`src/rtl/alu_slice_pkg.sv`:
```
package alu_slice_pkg;

  // Slice output select, taken from control bits 1..0
  typedef enum logic [1:0] {
    SEL_AND  = 2'b00,
    SEL_OR   = 2'b01,
    SEL_SUM  = 2'b10,
    SEL_LESS = 2'b11
  } slice_sel_e;

  function automatic logic fa_sum(input logic x, input logic y, input logic ci);
    return x ^ y ^ ci;
  endfunction

  function automatic logic fa_carry(input logic x, input logic y, input logic ci);
    return (x & y) | (y & ci) | (x & ci);
  endfunction

endpackage

```
`src/rtl/alu_ripple_chain.sv`:
```
module alu_ripple_chain #(
  parameter int WIDTH = 32
) (
  input  logic [WIDTH-1:0] a_i,
  input  logic [WIDTH-1:0] b_i,
  input  logic             cin_i,
  output logic [WIDTH-1:0] sum_o,
  output logic             c_msb_in_o,
  output logic             c_out_o
);
  import alu_slice_pkg::*;

  localparam int MSB = WIDTH - 1;

  logic [WIDTH:0] cy;

  // One full-adder cell per bit; carries resolved in order inside one process
  always_comb begin
    cy[0] = cin_i;
    for (int i = 0; i < WIDTH; i++) begin
      sum_o[i]  = fa_sum(a_i[i], b_i[i], cy[i]);
      cy[i+1]   = fa_carry(a_i[i], b_i[i], cy[i]);
    end
  end

  assign c_msb_in_o = cy[MSB];
  assign c_out_o    = cy[WIDTH];

  // the cell chain agrees with a plain wide addition
  always_comb begin
    ripple_sum_chk: assert ({c_out_o, sum_o} ==
                            ({1'b0, a_i} + {1'b0, b_i} + {{WIDTH{1'b0}}, cin_i}))
      else $error("ripple chain mismatch");
  end

endmodule

```
`src/rtl/alu_msb_unit.sv`:
```
module alu_msb_unit (
  input  logic a_msb_i,
  input  logic b_msb_i,
  input  logic sum_msb_i,
  input  logic c_in_i,
  input  logic c_out_i,
  output logic ovf_o,
  output logic set_o
);

  // Overflow: carry into and out of the top cell disagree
  assign ovf_o = c_in_i ^ c_out_i;
  // Sign of the true difference: adder sign corrected by overflow
  assign set_o = sum_msb_i ^ ovf_o;

  // overflow only when effective operands agree in sign and the sum does not
  always_comb begin
    sign_rule_chk: assert (ovf_o == ((a_msb_i == b_msb_i) && (sum_msb_i != a_msb_i)))
      else $error("top overflow disagrees with sign rule");
  end

endmodule

```
`src/rtl/alu_bit_slice.sv`:
```
module alu_bit_slice (
  input  logic                      a_i,
  input  logic                      b_i,
  input  logic                      sum_i,
  input  logic                      less_i,
  input  alu_slice_pkg::slice_sel_e sel_i,
  output logic                      res_o
);
  import alu_slice_pkg::*;

  always_comb begin
    unique case (sel_i)
      SEL_AND:  res_o = a_i & b_i;
      SEL_OR:   res_o = a_i | b_i;
      SEL_SUM:  res_o = sum_i;
      SEL_LESS: res_o = less_i;
      default:  res_o = 1'b0;
    endcase
  end

endmodule

```
`src/rtl/int_alu_slices.sv`:
```
module int_alu_slices #(
  parameter int WIDTH = 32
) (
  input  logic [WIDTH-1:0] a_i,
  input  logic [WIDTH-1:0] b_i,
  input  logic [3:0]       ctl_i,
  output logic [WIDTH-1:0] res_o,
  output logic             zero_o,
  output logic             ovf_o,
  output logic             cout_o
);
  import alu_slice_pkg::*;

  localparam int MSB = WIDTH - 1;

  slice_sel_e       sel;
  logic             b_inv;
  logic [WIDTH-1:0] b_eff;
  logic [WIDTH-1:0] sum;
  logic             c_msb_in;
  logic             c_out;
  logic             ovf_raw;
  logic             set_bit;
  logic             is_arith;
  logic             unused_ctl3;

  // Control decode: bit 2 inverts B and feeds carry-in, bits 1..0 pick slice output
  assign sel         = slice_sel_e'(ctl_i[1:0]);
  assign b_inv       = ctl_i[2];
  assign b_eff       = b_inv ? ~b_i : b_i;
  assign is_arith    = (sel == SEL_SUM);
  assign unused_ctl3 = ctl_i[3];

  alu_ripple_chain #(.WIDTH(WIDTH)) u_chain (
    .a_i        (a_i),
    .b_i        (b_eff),
    .cin_i      (b_inv),
    .sum_o      (sum),
    .c_msb_in_o (c_msb_in),
    .c_out_o    (c_out)
  );

  alu_msb_unit u_msb (
    .a_msb_i   (a_i[MSB]),
    .b_msb_i   (b_eff[MSB]),
    .sum_msb_i (sum[MSB]),
    .c_in_i    (c_msb_in),
    .c_out_i   (c_out),
    .ovf_o     (ovf_raw),
    .set_o     (set_bit)
  );

  genvar g;
  generate
    for (g = 0; g < WIDTH; g++) begin : g_slice
      if (g == 0) begin : g_lsb
        alu_bit_slice u_slice (
          .a_i    (a_i[g]),
          .b_i    (b_eff[g]),
          .sum_i  (sum[g]),
          .less_i (set_bit),
          .sel_i  (sel),
          .res_o  (res_o[g])
        );
      end else begin : g_upper
        alu_bit_slice u_slice (
          .a_i    (a_i[g]),
          .b_i    (b_eff[g]),
          .sum_i  (sum[g]),
          .less_i (1'b0),
          .sel_i  (sel),
          .res_o  (res_o[g])
        );
      end
    end
  endgenerate

  assign zero_o = ~|res_o;
  assign ovf_o  = is_arith & ovf_raw;
  assign cout_o = is_arith & c_out;

  always_comb begin

    if (sel == SEL_LESS)
      slt_upper_chk: assert (res_o[MSB:1] == '0)
        else $error("compare left upper bits set");

    if (is_arith && !b_inv && (a_i[MSB] != b_i[MSB]))
      no_overflow_chk: assert (!ovf_o)
        else $error("overflow on mixed-sign add");

    if (is_arith && b_inv && (a_i[MSB] == b_i[MSB]))
      no_sub_overflow_chk: assert (!ovf_o)
        else $error("overflow on same-sign subtract");

    if (!is_arith)
      flags_quiet_chk: assert (!ovf_o && !cout_o)
        else $error("flags raised outside add/subtract");

    if (ctl_i[2:0] == 3'b000)
      and_subset_chk: assert ((res_o & ~a_i) == '0)
        else $error("AND result outside operand A");
  end

endmodule

```
`config.mk`:
```
export PLATFORM = sky130hd
export DESIGN_NAME = int_alu_slices
export DESIGN_NICKNAME = d
export VERILOG_FILES = /design/src/rtl/alu_slice_pkg.sv /design/src/rtl/alu_ripple_chain.sv /design/src/rtl/alu_msb_unit.sv /design/src/rtl/alu_bit_slice.sv /design/src/rtl/int_alu_slices.sv
export SDC_FILE = /design/constraint.sdc
export NUM_CORES = 1
export LEC_CHECK = 0
export BUFFER_PORTS_ARGS = -buffer_cell sky130_fd_sc_hd__buf_2
export CAP_MARGIN = 25
export CORE_ASPECT_RATIO = 0.7
export CORE_MARGIN = 1.5
export CORE_UTILIZATION = 36
export DETAILED_ROUTE_END_ITERATION = 6
export GPL_TIMING_DRIVEN = 0
export SLEW_MARGIN = 20
export SYNTH_ARGS = -nofsm -noshare
export SYNTH_HDL_FRONTEND = slang
export SYNTH_HIERARCHICAL = 1
export SYNTH_SLANG_ARGS = --single-unit
```
`constraint.sdc`:
```
create_clock -name vclk -period 38.1
set_clock_uncertainty 0.1 [all_clocks]
set_input_delay 1.905 -clock vclk [all_inputs]
set_output_delay 1.905 -clock vclk [all_outputs]
set_load 0.02 [all_outputs]
```
==> results.ini <==
[setup_path]
worstPathRequired_ns=36.10
startpoint_type=primary input
cpPeakStageDelay_ns=0.45
cp.depth=47
path_class=in2out
cp_max_fo=10
cp_num_buf_inv=8
path_delay_family=adder cells
endpoint_kind=output port
critPathSlowestCell=fa_1
cpMostUsedCell=fa_1
arrival_ns=17.03

[floorplanning]
die_area_sq_mm=0.00705
core_sq_mm=0.00628
die_h_um=70.7
die_x_um=99.7
rows=24
io_pins=103
initial_core_util_pct=37.6

[sta]
min_period_ns=19.04
drv_slew=0
finalSetupTns_ns=0
setup_viol_count_final=0
rsz0062_at_grt=no
tightest_slew_ns=0.630
period_share_pct=50.0
max_freq_ghz=0.0525
relSlewSlack_pct=58.0
finalHoldViolations=0

[routing]
drtPass1Iterations=2
viasPerCell=4.65
m1WireLength_um=2490
wl_met2_um=2390
drtIter0Drc=21
num_vias=1863
top_layer=met3
detail-route-antenna-nets=0
drt-total-wl_um=5130
drc=0
met3_length_um=253
wire_per_inst_um=12.8

[finish]
nets=425
fill_cells=625
nFlopsAndLatches=0
drive_gt1_share_pct=53.3
area_growth_pct=32.0
final_common_cell=buf_2
n_antenna_cell=0
register_area_sq_um=0
most-common-layout-cells=buf_2 (100), xor2_1 (33)
clkbuf_count=0

[global_routing]
grt_antenna_before_repair=0
gr-total-overflow=0
grt_pass1_wl_um=8800
grt_usage_pct=15.0
grt_max_degree=46
grt_pass1_vias=1957

[synthesis]
synthXorXnorAreaFrac_pct=13.3
yosys.cell_types.count=15
synth_top_family_by_area=adder cells
synth_compound_area_share_pct=0
synthAdderAreaFrac_pct=42.5
synth.avg_cell_area_sq_um=12.4
synth-simple-area-share_pct=3.82
ys_seq_area_share_pct=0
yosysWarnings=6
synth_area_sq_mm=0.00236
synthCells=190
muxShareOfSynthArea_pct=35.7

[pwr]
powerDensity_mw_per_mm2=20.5
peakVddDrop_uv=14.5
p_leak_nw=1.51
power.total_w=0.0000637

[worst_hold_path]
hold_path_class=in2out
holdPathStages=4

[placement]
port_buffers=102
place_congestion=0.747
dp_hpwl_um=4420

[clock_tree]
cts_setup_buffers=0
hold_buffers=0
cts.repair.resized=0

[flow_run]
maxCapViolations=0

[status]
run_status=complete, no violations

==> path summary, 6_finish.rpt <==
check,endpoint,slack (ns),start
max,zero_o,19.06,ctl_i[2]
min,res_o[0],4.25,a_i[0]
==> through the flow <==
| step | hold slack, ns | instances | util (%) | cell area [sq um] | setup WS [ns] |
|---|---|---|---|---|---|
| 2_1_floorplan | 3.89 | 220 | - | 2470 | 20.06 |
| 4_1_cts | 4.26 | 401 | 49.5 | 3110 | 18.92 |
| 3_3_place_gp | 4.26 | 400 | 49.0 | 3080 | 18.91 |
| 5_1_grt | 4.29 | 401 | 49.6 | 3110 | 18.32 |
| 6_report | 4.25 | 401 | 49.6 | 3110 | 19.06 |
| 3_5_place_dp | 4.25 | 401 | 49.5 | 3110 | 18.97 |
==> cells in the mapped netlist <==
master   number  share of area (%)
and3b_1       2               0.74
buf_12        3                2.5
buf_6         1               0.48
conb_1        1               0.16
fa_1         32                 27
inv_1        10                1.6
maj3_2       32                 15
mux2_1       32                 15
mux2_4       32                 20
nand4_1       2               0.53
nor2_1        1               0.16
nor4_1        7                1.9
nor4_2        1               0.53
xor2_1       33                 12
xor3_1        1                1.0
==> power breakdown <==
| group | internal [W] | switching [W] |
|---|---|---|
| combinational | 0.0000318 | 0.0000319 |
| clock | 0 | 0 |
| sequential | 0 | 0 |
| total | 0.0000318 | 0.0000319 |
==> metal layers <==
metal / vias to the layer above / GRT usage [%]
met2: 49 / 26.4
met4: 0 / 0
met3: 0 / 0.791
met1: 888 / 21.7
li1: 926 / -
met5: - / 0
==> kinds of logic after synthesis <==
| family | Yosys count |
|---|---|
| mux | 64 |
| xor+xnor | 34 |
| fa+ha+maj | 64 |
| buf+inv | 14 |
| simple gates | 13 |
| other cells | 1 |
==> cell type report <==
type	instances	area (sq um)	share of cell area (%)
inverters	10	37.5	1.21
plain buffers	4	71.3	2.29
well taps	78	97.6	3.14
multi-input cells	206	2360	75.9
repair buffers	103	543	17.5
(Power assumes the default switching activity.)
